### config.mk
export PLATFORM = sky130hd
export DESIGN_NAME = tmr8_wavegen
export DESIGN_NICKNAME = d
export VERILOG_FILES = /design/src/rtl/tmr8_pkg.sv /design/src/rtl/tmr8_regs.sv /design/src/rtl/tmr8_counter.sv /design/src/rtl/tmr8_channel.sv /design/src/rtl/tmr8_wavegen.sv
export SDC_FILE = /design/constraint.sdc
export NUM_CORES = 1
export LEC_CHECK = 0
export ABC_CLOCK_PERIOD_IN_PS = 3640
export BUFFER_PORTS_ARGS = -buffer_cell sky130_fd_sc_hd__buf_2
export CAP_MARGIN = 20
export CORE_UTILIZATION = 55
export CTS_CLUSTER_DIAMETER = 60
export DETAILED_ROUTE_END_ITERATION = 8
export GPL_TIMING_DRIVEN = 0
export PLACE_DENSITY = 0.87
export SETUP_SLACK_MARGIN = 0.2
export SYNTH_ARGS = -nofsm -noshare
export SYNTH_HDL_FRONTEND = slang
export SYNTH_SLANG_ARGS = --single-unit
### constraint.sdc
create_clock -name clk -period 3.64 [get_ports clk]
set_clock_uncertainty 0.15 [all_clocks]
set_input_delay 0.728 -clock clk [delete_from_list [all_inputs] [get_ports clk]]
set_output_delay 0.728 -clock clk [all_outputs]
set_load 0.02 [all_outputs]
### src/rtl/tmr8_pkg.sv
package tmr8_pkg;

    // write address map
    localparam logic [2:0] ADR_CTRL  = 3'd0;
    localparam logic [2:0] ADR_CMPA  = 3'd1;
    localparam logic [2:0] ADR_COUNT = 3'd3;
    localparam logic [2:0] ADR_FLAGS = 3'd4;

    // counting mode codes
    localparam logic [2:0] MODE_CTC      = 3'd2;
    localparam logic [2:0] MODE_PWM_FULL = 3'd3;
    localparam logic [2:0] MODE_PWM_VAR  = 3'd7;

    typedef enum logic [1:0] {
        OUT_OFF    = 2'd0,
        OUT_TOGGLE = 2'd1,
        OUT_CLEAR  = 2'd2,
        OUT_SET    = 2'd3
    } out_mode_e;

    typedef enum logic {
        CP_RUN  = 1'b0,
        CP_SKIP = 1'b1
    } cnt_phase_e;

    typedef enum logic [1:0] {
        WF_OFF  = 2'd0,
        WF_LOW  = 2'd1,
        WF_HIGH = 2'd2
    } wave_state_e;

endpackage

### src/rtl/tmr8_regs.sv
module tmr8_regs
    import tmr8_pkg::*;
#(
    parameter int CNT_W  = 8,
    parameter int ADDR_W = 3,
    parameter int NCH    = 2
) (
    input  logic              clk,
    input  logic              rst,
    input  logic              wr_en,
    input  logic [ADDR_W-1:0] wr_addr,
    input  logic [CNT_W-1:0]  wr_data,
    input  logic [NCH-1:0]    ev_match,
    input  logic              ev_ovf,
    output logic [2:0]        mode,
    output out_mode_e         com [NCH],
    output logic [NCH-1:0]    ocr_wr,
    output logic              cnt_wr,
    output logic [NCH-1:0]    flag_match,
    output logic              flag_ovf
);

    localparam int COM_LSB = 3;

    logic ctrl_wr;
    logic clr_wr;
    logic [NCH-1:0] clr_match;
    logic clr_ovf;
    logic unused_spare;

    assign ctrl_wr   = wr_en && (wr_addr == ADDR_W'(ADR_CTRL));
    assign clr_wr    = wr_en && (wr_addr == ADDR_W'(ADR_FLAGS));
    assign cnt_wr    = wr_en && (wr_addr == ADDR_W'(ADR_COUNT));
    assign clr_match = clr_wr ? wr_data[NCH-1:0] : '0;
    assign clr_ovf   = clr_wr && wr_data[NCH];
    assign unused_spare = wr_data[CNT_W-1];

    for (genvar g = 0; g < NCH; g++) begin : g_ocr_dec
        assign ocr_wr[g] = wr_en && (wr_addr == ADDR_W'(int'(ADR_CMPA) + g));
    end

    always_ff @(posedge clk) begin
        if (rst) begin
            mode <= '0;
            for (int i = 0; i < NCH; i++) com[i] <= OUT_OFF;
        end else if (ctrl_wr) begin
            mode <= wr_data[2:0];
            for (int i = 0; i < NCH; i++)
                com[i] <= out_mode_e'(wr_data[COM_LSB + 2*i +: 2]);
        end
    end

    always_ff @(posedge clk) begin
        if (rst) begin
            flag_match <= '0;
            flag_ovf   <= 1'b0;
        end else begin
            flag_match <= ev_match | (flag_match & ~clr_match);
            flag_ovf   <= ev_ovf | (flag_ovf & ~clr_ovf);
        end
    end

    AST_FLAG_STICKY: assert property (@(posedge clk) disable iff (rst)
        (flag_ovf && !clr_ovf) |=> flag_ovf);
    AST_OVF_SETS: assert property (@(posedge clk) disable iff (rst)
        ev_ovf |=> flag_ovf);
    AST_MATCH_SETS: assert property (@(posedge clk) disable iff (rst)
        ev_match[0] |=> flag_match[0]);

endmodule

### src/rtl/tmr8_counter.sv
module tmr8_counter
    import tmr8_pkg::*;
#(
    parameter int CNT_W = 8
) (
    input  logic             clk,
    input  logic             rst,
    input  logic             tick,
    input  logic             cnt_wr,
    input  logic [CNT_W-1:0] cnt_wdata,
    input  logic [CNT_W-1:0] top_val,
    output logic [CNT_W-1:0] cnt,
    output logic             eff_tick,
    output logic             match_en,
    output logic             restart_ev,
    output logic             ovf_ev
);

    localparam logic [CNT_W-1:0] CNT_MAX = {CNT_W{1'b1}};

    cnt_phase_e st_q, st_n;
    logic at_top;

    // phase register
    always_ff @(posedge clk) begin
        if (rst) st_q <= CP_RUN;
        else     st_q <= st_n;
    end

    always_comb begin
        st_n = st_q;
        unique case (st_q)
            CP_RUN:  if (cnt_wr) st_n = CP_SKIP;
            CP_SKIP: if (cnt_wr) st_n = CP_SKIP;
                     else if (tick) st_n = CP_RUN;
            default: st_n = CP_RUN;
        endcase
    end

    assign eff_tick   = tick && !cnt_wr;
    assign match_en   = (st_q == CP_RUN);
    assign at_top     = (cnt == top_val);
    assign restart_ev = eff_tick && at_top;
    assign ovf_ev     = eff_tick && (cnt == CNT_MAX);

    always_ff @(posedge clk) begin
        if (rst)              cnt <= '0;
        else if (cnt_wr)      cnt <= cnt_wdata;
        else if (restart_ev)  cnt <= '0;
        else if (eff_tick)    cnt <= cnt + 1'b1;
    end

    AST_CNT_IDLE: assert property (@(posedge clk) disable iff (rst)
        (!tick && !cnt_wr) |=> $stable(cnt));
    AST_CNT_STEP: assert property (@(posedge clk) disable iff (rst)
        (eff_tick && !at_top) |=> (cnt == $past(cnt) + 1'b1));
    AST_CNT_RESTART: assert property (@(posedge clk) disable iff (rst)
        restart_ev |=> (cnt == '0));
    AST_SKIP_AFTER_LOAD: assert property (@(posedge clk) disable iff (rst)
        cnt_wr |=> !match_en);

endmodule

### src/rtl/tmr8_channel.sv
module tmr8_channel
    import tmr8_pkg::*;
#(
    parameter int CNT_W = 8
) (
    input  logic             clk,
    input  logic             rst,
    input  logic             eff_tick,
    input  logic             match_en,
    input  logic             restart_ev,
    input  logic             is_ctc,
    input  logic             is_pwm,
    input  out_mode_e        com,
    input  logic             ocr_wr,
    input  logic [CNT_W-1:0] ocr_wdata,
    input  logic [CNT_W-1:0] cnt,
    output logic [CNT_W-1:0] ocr_act,
    output logic             match_ev,
    output logic             oc
);

    logic [CNT_W-1:0] ocr_buf, ocr_buf_n;
    wave_state_e st_q, st_n;
    logic lvl, lvl_n;

    assign ocr_buf_n = ocr_wr ? ocr_wdata : ocr_buf;
    assign match_ev  = eff_tick && match_en && (cnt == ocr_act);

    always_ff @(posedge clk) begin
        if (rst) ocr_buf <= '0;
        else     ocr_buf <= ocr_buf_n;
    end

    // active compare: buffered in fast PWM, direct otherwise
    always_ff @(posedge clk) begin
        if (rst)             ocr_act <= '0;
        else if (!is_pwm)    ocr_act <= ocr_buf_n;
        else if (restart_ev) ocr_act <= ocr_buf;
    end

    // waveform state register
    always_ff @(posedge clk) begin
        if (rst) st_q <= WF_OFF;
        else     st_q <= st_n;
    end

    assign lvl = (st_q == WF_HIGH);

    always_comb begin
        lvl_n = lvl;
        if (is_ctc) begin
            unique case (com)
                OUT_TOGGLE: if (match_ev) lvl_n = !lvl;
                OUT_CLEAR:  if (match_ev) lvl_n = 1'b0;
                OUT_SET:    if (match_ev) lvl_n = 1'b1;
                default:    lvl_n = lvl;
            endcase
        end else if (is_pwm) begin
            if (restart_ev) begin
                if (com == OUT_CLEAR)    lvl_n = 1'b1;
                else if (com == OUT_SET) lvl_n = 1'b0;
            end else if (match_ev) begin
                if (com == OUT_CLEAR)    lvl_n = 1'b0;
                else if (com == OUT_SET) lvl_n = 1'b1;
            end
        end
    end

    always_comb begin
        st_n = st_q;
        unique case (st_q)
            WF_OFF, WF_LOW, WF_HIGH: begin
                if (com == OUT_OFF) st_n = WF_OFF;
                else if (lvl_n)     st_n = WF_HIGH;
                else                st_n = WF_LOW;
            end
            default: st_n = WF_OFF;
        endcase
    end

    // output process
    always_comb begin
        oc = (st_q == WF_HIGH);
    end

    AST_OFF_IS_LOW: assert property (@(posedge clk) disable iff (rst)
        (com == OUT_OFF) |=> !oc);
    AST_PWM_BUFFER_HOLD: assert property (@(posedge clk) disable iff (rst)
        (is_pwm && !restart_ev) |=> $stable(ocr_act));
    AST_CTC_TOGGLE: assert property (@(posedge clk) disable iff (rst)
        (is_ctc && com == OUT_TOGGLE && match_ev) |=> (oc != $past(oc)));

endmodule

### src/rtl/tmr8_wavegen.sv
module tmr8_wavegen
    import tmr8_pkg::*;
#(
    parameter int CNT_W  = 8,
    parameter int ADDR_W = 3
) (
    input  logic              clk,
    input  logic              rst,
    input  logic              tick,
    input  logic              wr_en,
    input  logic [ADDR_W-1:0] wr_addr,
    input  logic [CNT_W-1:0]  wr_data,
    output logic [CNT_W-1:0]  count,
    output logic              oca,
    output logic              ocb,
    output logic              flag_cmpa,
    output logic              flag_cmpb,
    output logic              flag_ovf
);

    localparam int NCH = 2;
    localparam logic [CNT_W-1:0] CNT_MAX = {CNT_W{1'b1}};

    logic [2:0]       mode;
    out_mode_e        com [NCH];
    logic [NCH-1:0]   ocr_wr;
    logic             cnt_wr;
    logic [NCH-1:0]   flag_match;
    logic [NCH-1:0]   match_ev;
    logic [NCH-1:0]   oc;
    logic [CNT_W-1:0] ocr_act [NCH];
    logic [CNT_W-1:0] top_val;
    logic             is_ctc, is_pwm;
    logic             eff_tick, match_en, restart_ev, ovf_ev;

    assign is_ctc  = (mode == MODE_CTC);
    assign is_pwm  = (mode == MODE_PWM_FULL) || (mode == MODE_PWM_VAR);
    assign top_val = (is_ctc || mode == MODE_PWM_VAR) ? ocr_act[0] : CNT_MAX;

    tmr8_regs #(.CNT_W(CNT_W), .ADDR_W(ADDR_W), .NCH(NCH)) u_regs (
        .clk        (clk),
        .rst        (rst),
        .wr_en      (wr_en),
        .wr_addr    (wr_addr),
        .wr_data    (wr_data),
        .ev_match   (match_ev),
        .ev_ovf     (ovf_ev),
        .mode       (mode),
        .com        (com),
        .ocr_wr     (ocr_wr),
        .cnt_wr     (cnt_wr),
        .flag_match (flag_match),
        .flag_ovf   (flag_ovf)
    );

    tmr8_counter #(.CNT_W(CNT_W)) u_cnt (
        .clk        (clk),
        .rst        (rst),
        .tick       (tick),
        .cnt_wr     (cnt_wr),
        .cnt_wdata  (wr_data),
        .top_val    (top_val),
        .cnt        (count),
        .eff_tick   (eff_tick),
        .match_en   (match_en),
        .restart_ev (restart_ev),
        .ovf_ev     (ovf_ev)
    );

    for (genvar g = 0; g < NCH; g++) begin : g_ch
        tmr8_channel #(.CNT_W(CNT_W)) u_ch (
            .clk        (clk),
            .rst        (rst),
            .eff_tick   (eff_tick),
            .match_en   (match_en),
            .restart_ev (restart_ev),
            .is_ctc     (is_ctc),
            .is_pwm     (is_pwm),
            .com        (com[g]),
            .ocr_wr     (ocr_wr[g]),
            .ocr_wdata  (wr_data),
            .cnt        (count),
            .ocr_act    (ocr_act[g]),
            .match_ev   (match_ev[g]),
            .oc         (oc[g])
        );
    end

    assign oca       = oc[0];
    assign ocb       = oc[1];
    assign flag_cmpa = flag_match[0];
    assign flag_cmpb = flag_match[1];

    AST_CTC_MATCH_FLAG: assert property (@(posedge clk) disable iff (rst)
        (is_ctc && eff_tick && match_en && count == ocr_act[0]) |=> (flag_cmpa && count == '0));
    AST_NO_MATCH_AFTER_LOAD: assert property (@(posedge clk) disable iff (rst)
        (cnt_wr && !(wr_en && wr_addr == ADDR_W'(ADR_FLAGS))) ##1 (!flag_cmpa && tick && !wr_en) |=> !flag_cmpa);

endmodule

==> qor.txt <==
Max IR drop VDD: 236 uV
Syn Inst Count: 343
Tmin final: 3.26 ns
vias in the first global route: 2,609
first-pass GRT wire length: 12.7 mm
Static Leak: 1.37 nW
syn_area_per_cell: 8.79 um^2
Comb pwr share: 0.129
final wirelength: 7.76 mm
CTS tree: yes
Total GRT Usage: 0.277
Worst Hold Path EP: u_regs.flag_match[1]$_SDFF_PP0_
CP Class: in -> reg
slowest cell on the critical path: mux4_2
Hold Path Class: reg -> reg
Overflow after GRT: 0
GRT met3 Usage: 0.0491
clock root cell: clkbuf_8
share of layout cells above drive strength 1: 0.132
initial antenna violation count: 0
Total Power: 1.13 mW
Worst Path Required: 3.69 ns
Sw Share: 0.281
met1 Use GR: 0.364
Layout area overhead: 10.5%
mean routed wirelength per cell: 17.3 um
FF-to-FF setup slack: 0.38 ns
FFs w/ async S/R, synth: 0
worst hold slack: 0.308 ns
NetSw: 318 uW
top post-synthesis cells by area: dfxtp_1 37%, mux2i_1 13%, a21oi_1 4.1%
Crit. path cell count: 11
DIE AREA: 5780 um^2
Syn Nets: 363
area leader, netlist: dfxtp_1
post_cts resized: 0
DRT Pass-1 Iters: 6
GRT busiest layer: met2
pwr dens: 339 nW/um^2
Core Area: 5200 um^2
Slew Limit Fails: 0
IO Port Bufs: 27
Clock Sinks: 55
DR DRC count: 0
Crit. End Element: register
cell breakdown of the critical path: buf_2 -> nand4b_1 -> nand2_2 -> nor4_4 -> nand3_1 -> ha_1 -> mux4_2 -> o221a_2 -> and3b_1 -> a32oi_1 -> o21ai_0
Clk pin slew, worst setup/hold paths: 0.10 ns
worst-path fanout max: 6
hold_sp: u_regs.flag_match[1]$_SDFF_PP0_
clock group share of total power: 0.309
post-route ant nets: 0
Post-synth EDFFs: 0
post-synth top area share: 0.365
critical path launch point type: input pin
I/O pins: 28
Worst-Margin Slew: 0.676 ns
max-cap violation count: 0
unrepaired setup endpoints after global routing: no
max incr delay on CP: 0.46 ns
Yosys reg bits: 55
Fmax: 307 MHz
largest net degree at the start of global routing: 19
Unique masters post-synth: 57
Layout Nets: 397
worst hold path depth: 2
final-report hold violation count: 0
worst path bufs/invs: 1
Flop pwr share: 0.562
H-tree depth: 2
met2 usage: 0.466
area of the mapped netlist: 3020 um^2
Iter 0 DRT Violations: 343
crit path DAT: 3.31 ns
worst reg2reg path startpoint: u_cnt.cnt[3]$_SDFFE_PP0P_
# diodes: 0
worst rel slew slack: 0.549
sequential area share after synthesis: 0.365
Synth Warn #: 0
main flop type after synthesis: dfxtp_1
detailed-route via count: 2,703
Initial Util: 0.579
drt via density: 6.03
CTS hold repair buffers: 0
post-DP HPWL: 5.67 mm
Tcrit/Tclk final: 0.895
P_int: 812 uW
TNS Setup: 0 ns
clk buf depth: 2
reg2reg end: g_ch[0].u_ch.st_q[1]$_SDFF_PP0_
Worst R2R Path Depth: 11
# rows: 26
worst skew pair latency: 0.32 ns
Final GP Congestion: 0.923
Die Ht: 76.0 um
delay-heaviest family, CP: simple AND/OR/NAND/NOR gates
chip width: 76.0 um
TritonCTS buffer count: 5
Post CTS Setup Buffer Count: 0
# setup viols final: 0
status: finished, final reports clean
[power by group through the flow]
stage	Combinational, mW	Sequential (mW)	Clock (mW)
after CTS	0.144	0.635	0.346
after global routing	0.160	0.638	0.374
after floorplan	0.0874	0.652	0
after global placement	0.139	0.648	0
final	0.145	0.635	0.349
after detailed placement	0.143	0.649	0
[final cells by class]
type | count | area (um^2)
Fill cell | 451 | 1870
Multi-Input combinational cell | 252 | 1740
Sequential cell | 55 | 1100
Timing Repair Buffer | 27 | 135
Buffer | 23 | 125
Tap cell | 70 | 87.6
Clock buffer | 5 | 68.8
Inverter | 13 | 48.8
Clock inverter | 3 | 23.8
[cells by family after synthesis]
family | after synthesis | share of synthesized area
flops | 55 | 0.365
compound gates | 70 | 0.150
xor+xnor | 16 | 0.0465
fa+ha+maj | 5 | 0.0207
mux | 43 | 0.148
buf+inv | 36 | 0.0577
simple gates | 118 | 0.212
[flip-flops by register name, summed over array words and instances (netlist names)]
register / count
u_regs.mode: 3
u_regs.flag_ovf: 1
u_regs.flag_match: 2
u_cnt.cnt: 8
g_ch.u_ch.ocr_buf: 16
u_regs.com: 4
u_cnt.st_q: 1
g_ch.u_ch.ocr_act: 16
g_ch.u_ch.st_q: 4
[cell usage in the layout (no fill, tap or decap), types with 7 or more instances in the layout]
cell / netlist / final
dfxtp_1: 55 / 55
xnor2_1: 7 / 7
nor2_1: 32 / 32
clkbuf_1: 15 / 15
xor2_1: 9 / 9
nand2_1: 20 / 20
a21oi_1: 25 / 25
o21ai_0: 7 / 7
mux2i_1: 40 / 40
a21o_1: 14 / 14
nand2b_1: 8 / 8
buf_2: 0 / 27
nand3_1: 15 / 15
inv_1: 9 / 9
[worst reg2reg max path, delay by kind of cell, from the launching register on]
family,cells,cell delay [ns]
AO/OA/AOI/OAI,3,0.54
adder cells (fa/ha/maj),1,0.32
buffers and inverters,2,0.53
flip-flops,1,0.34
multiplexers,1,0.46
AND/OR/NAND/NOR,4,0.82
[how the worst max path moves through the flow]
stage | from | end | slack (ns)
2_1_floorplan | wr_addr[2] | g_ch[0].u_ch.st_q[1]$_SDFF_PP0_ | 0.56
3_3_place_gp | wr_addr[0] | g_ch[0].u_ch.st_q[1]$_SDFF_PP0_ | 0.12
3_5_place_dp | wr_addr[2] | g_ch[0].u_ch.st_q[1]$_SDFF_PP0_ | 0.06
4_1_cts | wr_addr[2] | g_ch[0].u_ch.st_q[1]$_SDFF_PP0_ | 0.40
5_1_grt | u_cnt.cnt[0]$_SDFFE_PP0P_ | g_ch[0].u_ch.st_q[1]$_SDFF_PP0_ | 0.22
6_report | wr_addr[2] | g_ch[0].u_ch.st_q[1]$_SDFF_PP0_ | 0.38
[cells in the mapped netlist (4+ instances only)]
library cell / count
dfxtp_1: 55
mux2i_1: 40
nor2_1: 32
a21oi_1: 25
nand2_1: 20
clkbuf_1: 15
nand3_1: 15
a21o_1: 14
inv_1: 9
xor2_1: 9
nand2b_1: 8
o21ai_0: 7
xnor2_1: 7
or3_1: 6
a31oi_1: 5
ha_1: 5
buf_1: 4
nand4_1: 4
nor3_1: 4
nor3b_1: 4
[per-stage QoR]
stage / utilization / worst slack (ns) / cell area [um^2] / std cells
after CTS: 0.640 / 0.402 / 3330 / 448
after global placement: 0.622 / 0.120 / 3240 / 440
after global routing: 0.640 / 0.224 / 3330 / 448
final: 0.640 / 0.381 / 3330 / 448
after floorplan: - / 0.560 / 3020 / 343
after detailed placement: 0.622 / 0.0639 / 3240 / 440
[metal layers]
layer  part of all wire  vias up
met3              0.092       23
met4              0.018        0
met2               0.47      142
li1                   -     1288
met5                  0        -
met1               0.42     1250
No activity file was read; power rests on OpenSTA's default activity.
